<file path="config.mk">
export PLATFORM = sky130hd
export DESIGN_NAME = tsv_top
export DESIGN_NICKNAME = d
export VERILOG_FILES = /design/src/rtl/tsv_pkg.sv /design/src/rtl/tsv_ctrl.sv /design/src/rtl/tsv_dpath.sv /design/src/rtl/tsv_top.sv
export SDC_FILE = /design/constraint.sdc
export NUM_CORES = 1
export LEC_CHECK = 0
export BUFFER_PORTS_ARGS = -buffer_cell sky130_fd_sc_hd__buf_4
export CORE_MARGIN = 3
export CORE_UTILIZATION = 59
export DETAILED_ROUTE_END_ITERATION = 8
export HOLD_SLACK_MARGIN = 0.08
export PLACE_DENSITY = 0.86
export SYNTH_ARGS = -nofsm -noshare
export SYNTH_HDL_FRONTEND = slang
export SYNTH_HIERARCHICAL = 1
export SYNTH_SLANG_ARGS = --single-unit
</file>
<file path="constraint.sdc">
create_clock -name clk -period 6.7 [get_ports clk]
set_clock_uncertainty 0.15 [all_clocks]
set_input_delay 0.67 -clock clk [delete_from_list [all_inputs] [get_ports clk]]
set_output_delay 0.67 -clock clk [all_outputs]
set_load 0.005 [all_outputs]
</file>
<file path="src/rtl/tsv_pkg.sv">
package tsv_pkg;
  localparam int NUM_STAGES = 17;
  localparam int STAGE_W = $clog2(NUM_STAGES);
  localparam int LOAD_STAGE = 3;

  typedef enum logic [1:0] {
    FC_NOT_PRESENT = 2'd0,
    FC_GEN_PROT    = 2'd1,
    FC_BAD_TSS     = 2'd2,
    FC_STACK       = 2'd3
  } faultClass_e;

  typedef struct packed {
    logic               capture;
    logic               report;
    logic [STAGE_W-1:0] stage;
  } tsvStrobe_t;
endpackage

</file>
<file path="src/rtl/tsv_ctrl.sv">
module tsv_ctrl
  import tsv_pkg::*;
(
  input  logic       clk,
  input  logic       rstN,
  input  logic       start,
  input  logic       checkFail,
  output tsvStrobe_t strobe,
  output logic       busy,
  output logic       done,
  output logic       pass,
  output logic       fault,
  output logic       setTaskSwitched
);
  logic [STAGE_W-1:0] stage;
  logic accept;
  logic lastStage;
  logic report;

  assign accept    = start & ~busy;
  assign lastStage = (stage == STAGE_W'(NUM_STAGES - 1));
  assign report    = busy & (checkFail | lastStage);

  assign strobe.capture = accept;
  assign strobe.report  = report;
  assign strobe.stage   = stage;

  always_ff @(posedge clk or negedge rstN) begin
    if (!rstN) begin
      busy            <= 1'b0;
      stage           <= '0;
      done            <= 1'b0;
      pass            <= 1'b0;
      fault           <= 1'b0;
      setTaskSwitched <= 1'b0;
    end else begin
      done            <= report;
      pass            <= report & ~checkFail;
      fault           <= report & checkFail;
      setTaskSwitched <= report & ~checkFail;
      if (accept) begin
        busy  <= 1'b1;
        stage <= '0;
      end else if (busy) begin
        if (report) busy <= 1'b0;
        else        stage <= stage + 1'b1;
      end
    end
  end
endmodule

</file>
<file path="src/rtl/tsv_dpath.sv">
module tsv_dpath
  import tsv_pkg::*;
#(
  parameter int SEL_W         = 16,
  parameter int LIMIT_W       = 32,
  parameter int MIN_TSS_LIMIT = 103,
  parameter int NUM_DATA      = 4
) (
  input  logic                      clk,
  input  logic                      rstN,
  input  tsvStrobe_t                strobe,
  input  logic [SEL_W-1:0]          tssSel,
  input  logic                      tssPresent,
  input  logic                      tssBusy,
  input  logic [LIMIT_W-1:0]        tssLimit,
  input  logic                      ldtSelValid,
  input  logic                      ldtPresent,
  input  logic [SEL_W-1:0]          csSel,
  input  logic                      csSelValid,
  input  logic                      csPresent,
  input  logic [1:0]                csDpl,
  input  logic [SEL_W-1:0]          ssSel,
  input  logic                      ssSelValid,
  input  logic                      ssPresent,
  input  logic [1:0]                ssDpl,
  input  logic [NUM_DATA*SEL_W-1:0] dataSel,
  input  logic [NUM_DATA-1:0]       dataSelValid,
  input  logic [NUM_DATA-1:0]       dataReadable,
  input  logic [NUM_DATA-1:0]       dataPresent,
  input  logic [NUM_DATA-1:0]       dataConforming,
  input  logic [2*NUM_DATA-1:0]     dataDpl,
  output logic                      checkFail,
  output logic [1:0]                faultClass,
  output logic [SEL_W-1:0]          errSel,
  output logic [1:0]                newCpl
);
  localparam int DIDX_W = (NUM_DATA > 1) ? $clog2(NUM_DATA) : 1;

  logic [SEL_W-1:0]          capTssSel, capCsSel, capSsSel;
  logic                      capTssPresent, capTssBusy, capLdtValid, capLdtPresent;
  logic [LIMIT_W-1:0]        capLimit;
  logic                      capCsValid, capCsPresent, capSsValid, capSsPresent;
  logic [1:0]                capCsDpl, capSsDpl;
  logic [NUM_DATA*SEL_W-1:0] capDataSel;
  logic [NUM_DATA-1:0]       capDValid, capDRead, capDPres, capDConf;
  logic [2*NUM_DATA-1:0]     capDDpl;

  always_ff @(posedge clk or negedge rstN) begin
    if (!rstN) begin
      capTssSel <= '0; capCsSel <= '0; capSsSel <= '0;
      capTssPresent <= 1'b0; capTssBusy <= 1'b0; capLimit <= '0;
      capLdtValid <= 1'b0; capLdtPresent <= 1'b0;
      capCsValid <= 1'b0; capCsPresent <= 1'b0; capCsDpl <= '0;
      capSsValid <= 1'b0; capSsPresent <= 1'b0; capSsDpl <= '0;
      capDataSel <= '0; capDValid <= '0; capDRead <= '0;
      capDPres <= '0; capDConf <= '0; capDDpl <= '0;
    end else if (strobe.capture) begin
      capTssSel <= tssSel; capCsSel <= csSel; capSsSel <= ssSel;
      capTssPresent <= tssPresent; capTssBusy <= tssBusy; capLimit <= tssLimit;
      capLdtValid <= ldtSelValid; capLdtPresent <= ldtPresent;
      capCsValid <= csSelValid; capCsPresent <= csPresent; capCsDpl <= csDpl;
      capSsValid <= ssSelValid; capSsPresent <= ssPresent; capSsDpl <= ssDpl;
      capDataSel <= dataSel; capDValid <= dataSelValid; capDRead <= dataReadable;
      capDPres <= dataPresent; capDConf <= dataConforming; capDDpl <= dataDpl;
    end
  end

  logic [1:0] cpl;
  assign cpl = capCsSel[1:0];

  // Per-lane failure vectors for the four data segment tests
  logic [NUM_DATA-1:0] badValid, badRead, badPres, badDpl;
  for (genvar g = 0; g < NUM_DATA; g++) begin : g_lane
    logic isNull;
    assign isNull      = ~|capDataSel[g*SEL_W+2 +: SEL_W-2];
    assign badValid[g] = ~isNull & ~capDValid[g];
    assign badRead[g]  = ~isNull & ~capDRead[g];
    assign badPres[g]  = ~isNull & ~capDPres[g];
    assign badDpl[g]   = ~isNull & ~capDConf[g] & (capDDpl[2*g +: 2] < cpl);
  end

  function automatic logic [DIDX_W-1:0] lowestSet(input logic [NUM_DATA-1:0] v);
    lowestSet = '0;
    for (int i = NUM_DATA - 1; i >= 0; i--) begin
      if (v[i]) lowestSet = DIDX_W'(i);
    end
  endfunction

  logic [4:0]          checkNum;
  logic [NUM_DATA-1:0] laneVec;
  logic [DIDX_W-1:0]   laneIdx;
  logic [1:0]          curClass;
  logic [SEL_W-1:0]    curSel;

  always_comb begin
    if (strobe.stage < STAGE_W'(LOAD_STAGE))       checkNum = 5'(strobe.stage) + 5'd1;
    else if (strobe.stage == STAGE_W'(LOAD_STAGE)) checkNum = 5'd0;
    else                                           checkNum = 5'(strobe.stage);
  end

  always_comb begin
    laneVec = '0;
    unique case (checkNum)
      5'd13:   laneVec = badValid;
      5'd14:   laneVec = badRead;
      5'd15:   laneVec = badPres;
      5'd16:   laneVec = badDpl;
      default: laneVec = '0;
    endcase
  end
  assign laneIdx = lowestSet(laneVec);

  always_comb begin
    checkFail = 1'b0;
    curClass  = FC_GEN_PROT;
    curSel    = capTssSel;
    case (checkNum)
      5'd1:  begin checkFail = ~capTssPresent; curClass = FC_NOT_PRESENT; end
      5'd2:  begin checkFail = capTssBusy;     curClass = FC_GEN_PROT;    end
      5'd3:  begin checkFail = capLimit < LIMIT_W'(MIN_TSS_LIMIT); curClass = FC_BAD_TSS; end
      5'd4:  begin checkFail = ~capLdtValid;   curClass = FC_BAD_TSS;     end
      5'd5:  begin checkFail = ~capLdtPresent; curClass = FC_BAD_TSS;     end
      5'd6:  begin checkFail = ~capCsValid;    curClass = FC_BAD_TSS;     curSel = capCsSel; end
      5'd7:  begin checkFail = ~capCsPresent;  curClass = FC_NOT_PRESENT; curSel = capCsSel; end
      5'd8:  begin checkFail = capCsDpl != cpl; curClass = FC_BAD_TSS;    curSel = capCsSel; end
      5'd9:  begin checkFail = ~capSsValid;    curClass = FC_GEN_PROT;    curSel = capSsSel; end
      5'd10: begin checkFail = ~capSsPresent;  curClass = FC_STACK;       curSel = capSsSel; end
      5'd11: begin checkFail = capSsDpl != cpl; curClass = FC_STACK;      curSel = capSsSel; end
      5'd12: begin checkFail = capSsSel[1:0] != cpl; curClass = FC_GEN_PROT; curSel = capSsSel; end
      5'd13, 5'd14, 5'd16: begin
        checkFail = |laneVec; curClass = FC_GEN_PROT;
        curSel = capDataSel[laneIdx*SEL_W +: SEL_W];
      end
      5'd15: begin
        checkFail = |laneVec; curClass = FC_NOT_PRESENT;
        curSel = capDataSel[laneIdx*SEL_W +: SEL_W];
      end
      default: checkFail = 1'b0;
    endcase
  end

  always_ff @(posedge clk or negedge rstN) begin
    if (!rstN) begin
      faultClass <= '0;
      errSel     <= '0;
      newCpl     <= '0;
    end else if (strobe.report) begin
      if (checkFail) begin
        faultClass <= curClass;
        errSel     <= curSel;
      end else begin
        newCpl <= cpl;
      end
    end
  end
endmodule

</file>
<file path="src/rtl/tsv_top.sv">
module tsv_top
  import tsv_pkg::*;
#(
  parameter int SEL_W         = 16,
  parameter int LIMIT_W       = 32,
  parameter int MIN_TSS_LIMIT = 103,
  parameter int NUM_DATA      = 4
) (
  input  logic                      clk,
  input  logic                      rstN,
  input  logic                      start,
  input  logic [SEL_W-1:0]          tssSel,
  input  logic                      tssPresent,
  input  logic                      tssBusy,
  input  logic [LIMIT_W-1:0]        tssLimit,
  input  logic                      ldtSelValid,
  input  logic                      ldtPresent,
  input  logic [SEL_W-1:0]          csSel,
  input  logic                      csSelValid,
  input  logic                      csPresent,
  input  logic [1:0]                csDpl,
  input  logic [SEL_W-1:0]          ssSel,
  input  logic                      ssSelValid,
  input  logic                      ssPresent,
  input  logic [1:0]                ssDpl,
  input  logic [NUM_DATA*SEL_W-1:0] dataSel,
  input  logic [NUM_DATA-1:0]       dataSelValid,
  input  logic [NUM_DATA-1:0]       dataReadable,
  input  logic [NUM_DATA-1:0]       dataPresent,
  input  logic [NUM_DATA-1:0]       dataConforming,
  input  logic [2*NUM_DATA-1:0]     dataDpl,
  output logic                      busy,
  output logic                      done,
  output logic                      pass,
  output logic                      fault,
  output logic [1:0]                faultClass,
  output logic [SEL_W-1:0]          errSel,
  output logic [1:0]                newCpl,
  output logic                      setTaskSwitched
);
  tsvStrobe_t strobe;
  logic       checkFail;

  tsv_ctrl i_ctrl (
    .clk(clk), .rstN(rstN), .start(start), .checkFail(checkFail),
    .strobe(strobe), .busy(busy), .done(done), .pass(pass),
    .fault(fault), .setTaskSwitched(setTaskSwitched)
  );

  tsv_dpath #(
    .SEL_W(SEL_W), .LIMIT_W(LIMIT_W),
    .MIN_TSS_LIMIT(MIN_TSS_LIMIT), .NUM_DATA(NUM_DATA)
  ) i_dpath (
    .clk(clk), .rstN(rstN), .strobe(strobe),
    .tssSel(tssSel), .tssPresent(tssPresent), .tssBusy(tssBusy), .tssLimit(tssLimit),
    .ldtSelValid(ldtSelValid), .ldtPresent(ldtPresent),
    .csSel(csSel), .csSelValid(csSelValid), .csPresent(csPresent), .csDpl(csDpl),
    .ssSel(ssSel), .ssSelValid(ssSelValid), .ssPresent(ssPresent), .ssDpl(ssDpl),
    .dataSel(dataSel), .dataSelValid(dataSelValid), .dataReadable(dataReadable),
    .dataPresent(dataPresent), .dataConforming(dataConforming), .dataDpl(dataDpl),
    .checkFail(checkFail), .faultClass(faultClass), .errSel(errSel), .newCpl(newCpl)
  );
endmodule

</file>
### Word level (Yosys, flattened, before mapping)

Index checks and enable logic that the tools add are counted.

| operators by class | value |
|---|---|
| add/subtract/negate cells | 1 |
| shift-type cells | 1 |
| order comparisons | 6 |
| bitwise logic cells | 50 |
| muxes and demuxes | 16 |
| equal/unequal tests | 22 |
| reduce and logical (&&, ||, !) cells | 15 |

Operators with widths:

| operator | number |
|---|---|
| $shiftx A64 B7 Y16 | 1 |
| $reduce_or A14 Y1 | 4 |
| $pmux W16 S3 | 1 |
| $eq A5 B4 Y1 const B | 8 |
| $lt A32 B7 Y1 const B | 1 |
| $mux W5 | 5 |
| $not A1 Y1 | 25 |
| $and A1 B1 Y1 | 24 |
| $eq A5 B3 Y1 const B | 4 |
| $pmux W4 S4 | 1 |
| $eq A5 B2 Y1 const B | 3 |
| $pmux W1 S13 | 1 |
| $reduce_or A4 Y1 | 3 |
| $eq A5 B5 Y1 const B | 2 |
| $lt A2 B2 Y1 | 4 |
| $mux W2 | 4 |
| $ne A2 B2 Y1 | 3 |
| $pmux W2 S3 | 1 |
| $reduce_and A2 Y1 | 3 |
| $reduce_or A3 Y1 | 2 |
| $add A5 B1 Y5 const B | 1 |
| $eq A5 B1 Y1 const B | 1 |
| $lt A5 B2 Y1 const B | 1 |
| $reduce_or A5 Y1 | 1 |
| other kinds (5) | 7 |

| word-level totals | value |
|---|---|
| input bits | 183 |
| flip-flop bits (word level) | 209 |

### Longest topological paths before layout

| logic depth | value |
|---|---|
| depth after elaboration | 12 |
| gate-level depth with buffers | 16 |
| depth with buffers taken out | 14 |

### Hierarchy

Netlist, hierarchy kept.

By module, submodules not included:

| module | times used | area each (µm²) | cells an instance | sequential area each (µm²) |
|---|---|---|---|---|
| tsv_dpath | 1 | 9,407.8 | 716 | 5,004.8 |
| tsv_ctrl | 1 | 485.5 | 42 | 225.2 |

### Least setup slack after synthesis

Ideal clock, no wire load.

| timing | value |
|---|---|
| kind | register -> register |
| from | register i_ctrl.stage[3] |
| to | register i_dpath.faultClass[1] |
| stages on the path, launching flop included | 14 |
| data arrival time | 2,881 ps |
| period minus slack after synthesis | 3,156 ps |
| setup slack | 3,544 ps |
| cell sequence | dfrtp_1 > or3_1 > buf_2 > o32a_4 > o221ai_2 > and2_1 > nor2_1 > o2111a_2 > nand2_2 > o21a_1 > buf_4 > inv_1 > a21oi_4 > mux2_2 |

| between the ends | value |
|---|---|
| word-level cells in the longest chain between the ends | 10 |
| elaborated cells between the ends (all ways) | 33 |

RTL lines:

| element | RTL line | RTL |
|---|---|---|
| from (decl) | tsv_ctrl.sv:15 | `logic [STAGE_W-1:0] stage;` |
| from (signal assigned) | tsv_ctrl.sv:46 | `else stage <= stage + 1'b1;` |
| branches (longest 2 deep; another with $add A5 B1 Y5) | - |  |
| $mux W5 (*) | tsv_dpath.sv:96 | `if (strobe.stage < STAGE_W'(LOAD_STAGE)) checkNum = 5'(strobe.stage) + 5'd1;` |
| $eq A5 B5 Y1 / $eq A5 B4 Y1 (equally long branches) | tsv_dpath.sv:103, tsv_dpath.sv:117 |  |
| $pmux W4 S4 | tsv_dpath.sv:103 | `unique case (checkNum)` |
| $reduce_or A4 Y1 | tsv_dpath.sv:131, tsv_dpath.sv:135 |  |
| $pmux W1 S13 (*) | tsv_dpath.sv:117 | `case (checkNum)` |
| via checkFail | tsv_top.sv:42 | `logic checkFail;` |
| $or A1 B1 Y1 (*) | tsv_ctrl.sv:22 | `assign report = busy & (checkFail \| lastStage);` |
| $and A1 B1 Y1 (*) | tsv_ctrl.sv:22 |  |
| via i_ctrl.report | tsv_ctrl.sv:18 | `logic report;` |
| $reduce_and A2 Y1 (no line) (*) | - |  |
| to (signal assigned) | tsv_dpath.sv:149 | `faultClass <= curClass;` |
| to (decl) | tsv_dpath.sv:33 | `output logic [1:0] faultClass,` |

Mark *: on every way through the listed nets, which the timed path passes.
A chain may end at the register's enable or synchronous reset.

==> flow_metrics.tcl <==
set metrics [dict create \
    status "finished, final reports clean" \
    core.rowCount 46 \
    slew_viol_final 0 \
    clockBufferDepth 3 \
    drc_errors 0 \
    via_per_inst 5.96 \
    rsz0062_at_grt "false" \
    dp_hpwl_microns 18200 \
    cts_hold_buf 0 \
    fin_tns_setup_ps 0 \
    min_period_ps 4810 \
    final_util_pct 75.6 \
    ys_ff_latch 209 \
    cts_buffers 22 \
    cap_violations 0 \
    cts_root_buf "clkbuf_16" \
    synth_area_per_cell_sq_um 13.1 \
    layout-drive-gt1-share_pct 50.1 \
    worstSetupStartpointType "register" \
    antenna_found_initial 0 \
    power_leakage_uw 0.00549 \
    p_per_area_mw_per_mm2 448 \
    worstMarginPinSlew_ps 1260 \
    ys_top_cells_by_area "dfrtp_1, mux2_2, mux2i_1" \
    grt-ovfl-total 0 \
    io_buffers 207 \
    cp-end-kind "register" \
    cts_max_level 1 \
    cts.sinks 209 \
    max_clock_freq_mhz 208 \
    fin_nets 1138 \
    synthDominantCellAreaShare_pct 52.9 \
    cp.arrival_ps 5050 \
    drtAntennaViolNets 0 \
    drt_pass1_iterations 5 \
    yosysUniqueCellTypes 70 \
    synth_nets 948 \
    hold_slack_ps 107 \
    yosysWarnings 6 \
    max_stage_delay_ps 940 \
    dp_cells 1140 \
    hold_viol 0 \
    final_cells 1179 \
    core_sq_mm 0.0162 \
    cp_top_family "compound AO/OA/AOI/OAI gates" \
    grt_pass1_wl_microns 39100 \
    grt_start_max_net_pins 116 \
    synth-edff-count 0 \
    crit_type "register to register" \
    cts_setup_buffers 0 \
    post-route-period-util_pct 71.8 \
    clk_latency_ps 500 \
    ir_worst_vdd_uv 239 \
    hold_path.class "input pin to asynchronous set/reset pin" \
    synthCells 758 \
    grt_pass1_vias 7169 \
    die_area_sq_mm 0.0184 \
    ys_async_sr_fraction_pct 100 \
    drt_iter0_markers 461 \
    syn2layout_area_growth_pct 23.6 \
    slew-limit-headroom_pct 16.1 \
    cp_max_fo 35 \
    dieWidth_microns 135 \
    yosysTopAreaCell "dfrtp_1" \
    track_usage_pct 27.3 \
    vias 7026 \
    setup_viol 0 \
    drt-total-wl_microns 25000 \
    path_clk_slew_ps 60 \
    gp_congestion 0.871 \
    crit_path_cell_trace "ha_1, nor4b_4, mux2_2, o211ai_1, a32oi_1, o2111a_2, nand2_2, o21a_1, inv_1, a21oi_4, o21ai_0, o22a_1" \
    drt-wirelength-per-cell_microns 21.2 \
    cts_tree "built" \
    die_h_microns 135 \
    critPathRequiredTime_ps 6940 \
    crit_slowest_cell "a21oi_4" \
    yosysSeqAreaShare_pct 52.9 \
    syn-cell-area_sq_mm 0.00989 \
    synth_flop_cell "dfrtp_1" \
    initial_core_util_pct 61.2 \
    io_pins 208 \
    n_antenna_cell 0 \
    cts_resized 0 \
    crit_buf_inv 1 \
]
[cell usage after synthesis, drive strengths merged (6+ instances only)]
master  count
nand2      19
o211ai      7
a22oi      15
nor2b      10
nand2b      6
mux2i      34
nor4       17
a21oi      10
o221ai     19
dfrtp     209
o21ai      63
ha          7
buf        19
clkbuf     26
nor2       22
mux2      180
inv        32
[layer usage]
| metal | routed length [microns] | GRT usage, % |
|---|---|---|
| met5 | 0 | 0 |
| met1 | 10300 | 38.3 |
| met4 | 452 | 6.10 |
| met3 | 2270 | 7.36 |
| met2 | 12000 | 43.4 |
[layout by cell type, fill, tap and decap left out, drive strengths merged, types with 3 or more instances in the layout]
master,n
a21oi,10
a221oi,4
a22oi,15
a32oi,4
and2,3
buf,210
clkbuf,29
clkinv,8
dfrtp,209
ha,7
inv,32
mux2,180
mux2i,34
nand2,19
nand2b,6
nand4,3
nor2,22
nor2b,10
nor3,5
nor4,17
o2111ai,3
o211ai,7
o21ai,63
o221ai,19
o22ai,3
or3,5
xnor2,3
[final cells by class]
cell class / instances / area [sq um]
Multi-Input combinational cell: 472 / 4310
Clock buffer: 28 / 614
Fill cell: 1048 / 3950
Clock inverter: 11 / 88.8
Inverter: 32 / 125
Timing Repair Buffer: 211 / 1590
Tap cell: 216 / 270
Sequential cell: 209 / 5230
[logic make-up after synthesis]
| family | share of synthesized area (%) |
|---|---|
| mux | 24.0 |
| compound gates | 12.1 |
| buf+inv | 3.68 |
| xor+xnor | 0.266 |
| fa+ha+maj | 0.885 |
| flops | 52.9 |
| simple gates | 6.21 |
[where the power goes]
part | internal [uW] | switching [uW]
clock | 688 | 489
combinational | 1020 | 897
sequential | 1890 | 493
total | 3600 | 1880
[worst reg2reg max path, stage by stage (launching register included)]
cell	delay, ps
dfrtp_1	860
ha_1	390
nor4b_4	410
mux2_2	380
o211ai_1	200
a32oi_1	220
o2111a_2	250
nand2_2	140
o21a_1	170
inv_1	100
a21oi_4	940
o21ai_0	260
o22a_1	230
[registers in the layout, indices dropped and copies added, names as in the netlist, 2 cells and up]
register / cells
i_ctrl/stage: 5
i_dpath/capCsDpl: 2
i_dpath/capCsSel: 16
i_dpath/capDConf: 4
i_dpath/capDDpl: 8
i_dpath/capDPres: 4
i_dpath/capDRead: 4
i_dpath/capDValid: 4
i_dpath/capDataSel: 64
i_dpath/capLimit: 32
i_dpath/capSsDpl: 2
i_dpath/capSsSel: 16
i_dpath/capTssSel: 16
i_dpath/errSel: 16
i_dpath/faultClass: 2
i_dpath/newCpl: 2
[metrics by stage]
| step | power [uW] | worst slack (ps) | area (sq um) |
|---|---|---|---|
| final | 5480 | 1890 | 12200 |
| after global routing | 5810 | 1410 | 12200 |
| after CTS | 5500 | 1950 | 12200 |
| after detailed placement | 4300 | 1970 | 11500 |
| after global placement | 4210 | 2150 | 11500 |
| after floorplan | 3670 | 3540 | 9890 |
[path summary, 6_finish.rpt]
check                      cells past startpoint                     startpoint                          endpoint  slack [ps]
max reg2reg                                   12    i_ctrl/stage[0]$_DFFE_PN0P_    i_dpath/errSel[11]$_DFFE_PN0P_        1890
min                                            1                           rstN    i_dpath/capDDpl[5]$_DFFE_PN0P_         110
min reg2reg                                    1  i_dpath/newCpl[1]$_DFFE_PN0P_     i_dpath/newCpl[1]$_DFFE_PN0P_         350
max in group asynchronous                      2                           rstN  i_dpath/capSsSel[15]$_DFFE_PN0P_        5070
min in group clk                               3                     csSelValid    i_dpath/capCsValid$_DFFE_PN0P_         230
max                                           12    i_ctrl/stage[0]$_DFFE_PN0P_    i_dpath/errSel[11]$_DFFE_PN0P_        1890
No activity file was read; power rests on OpenSTA's default activity.
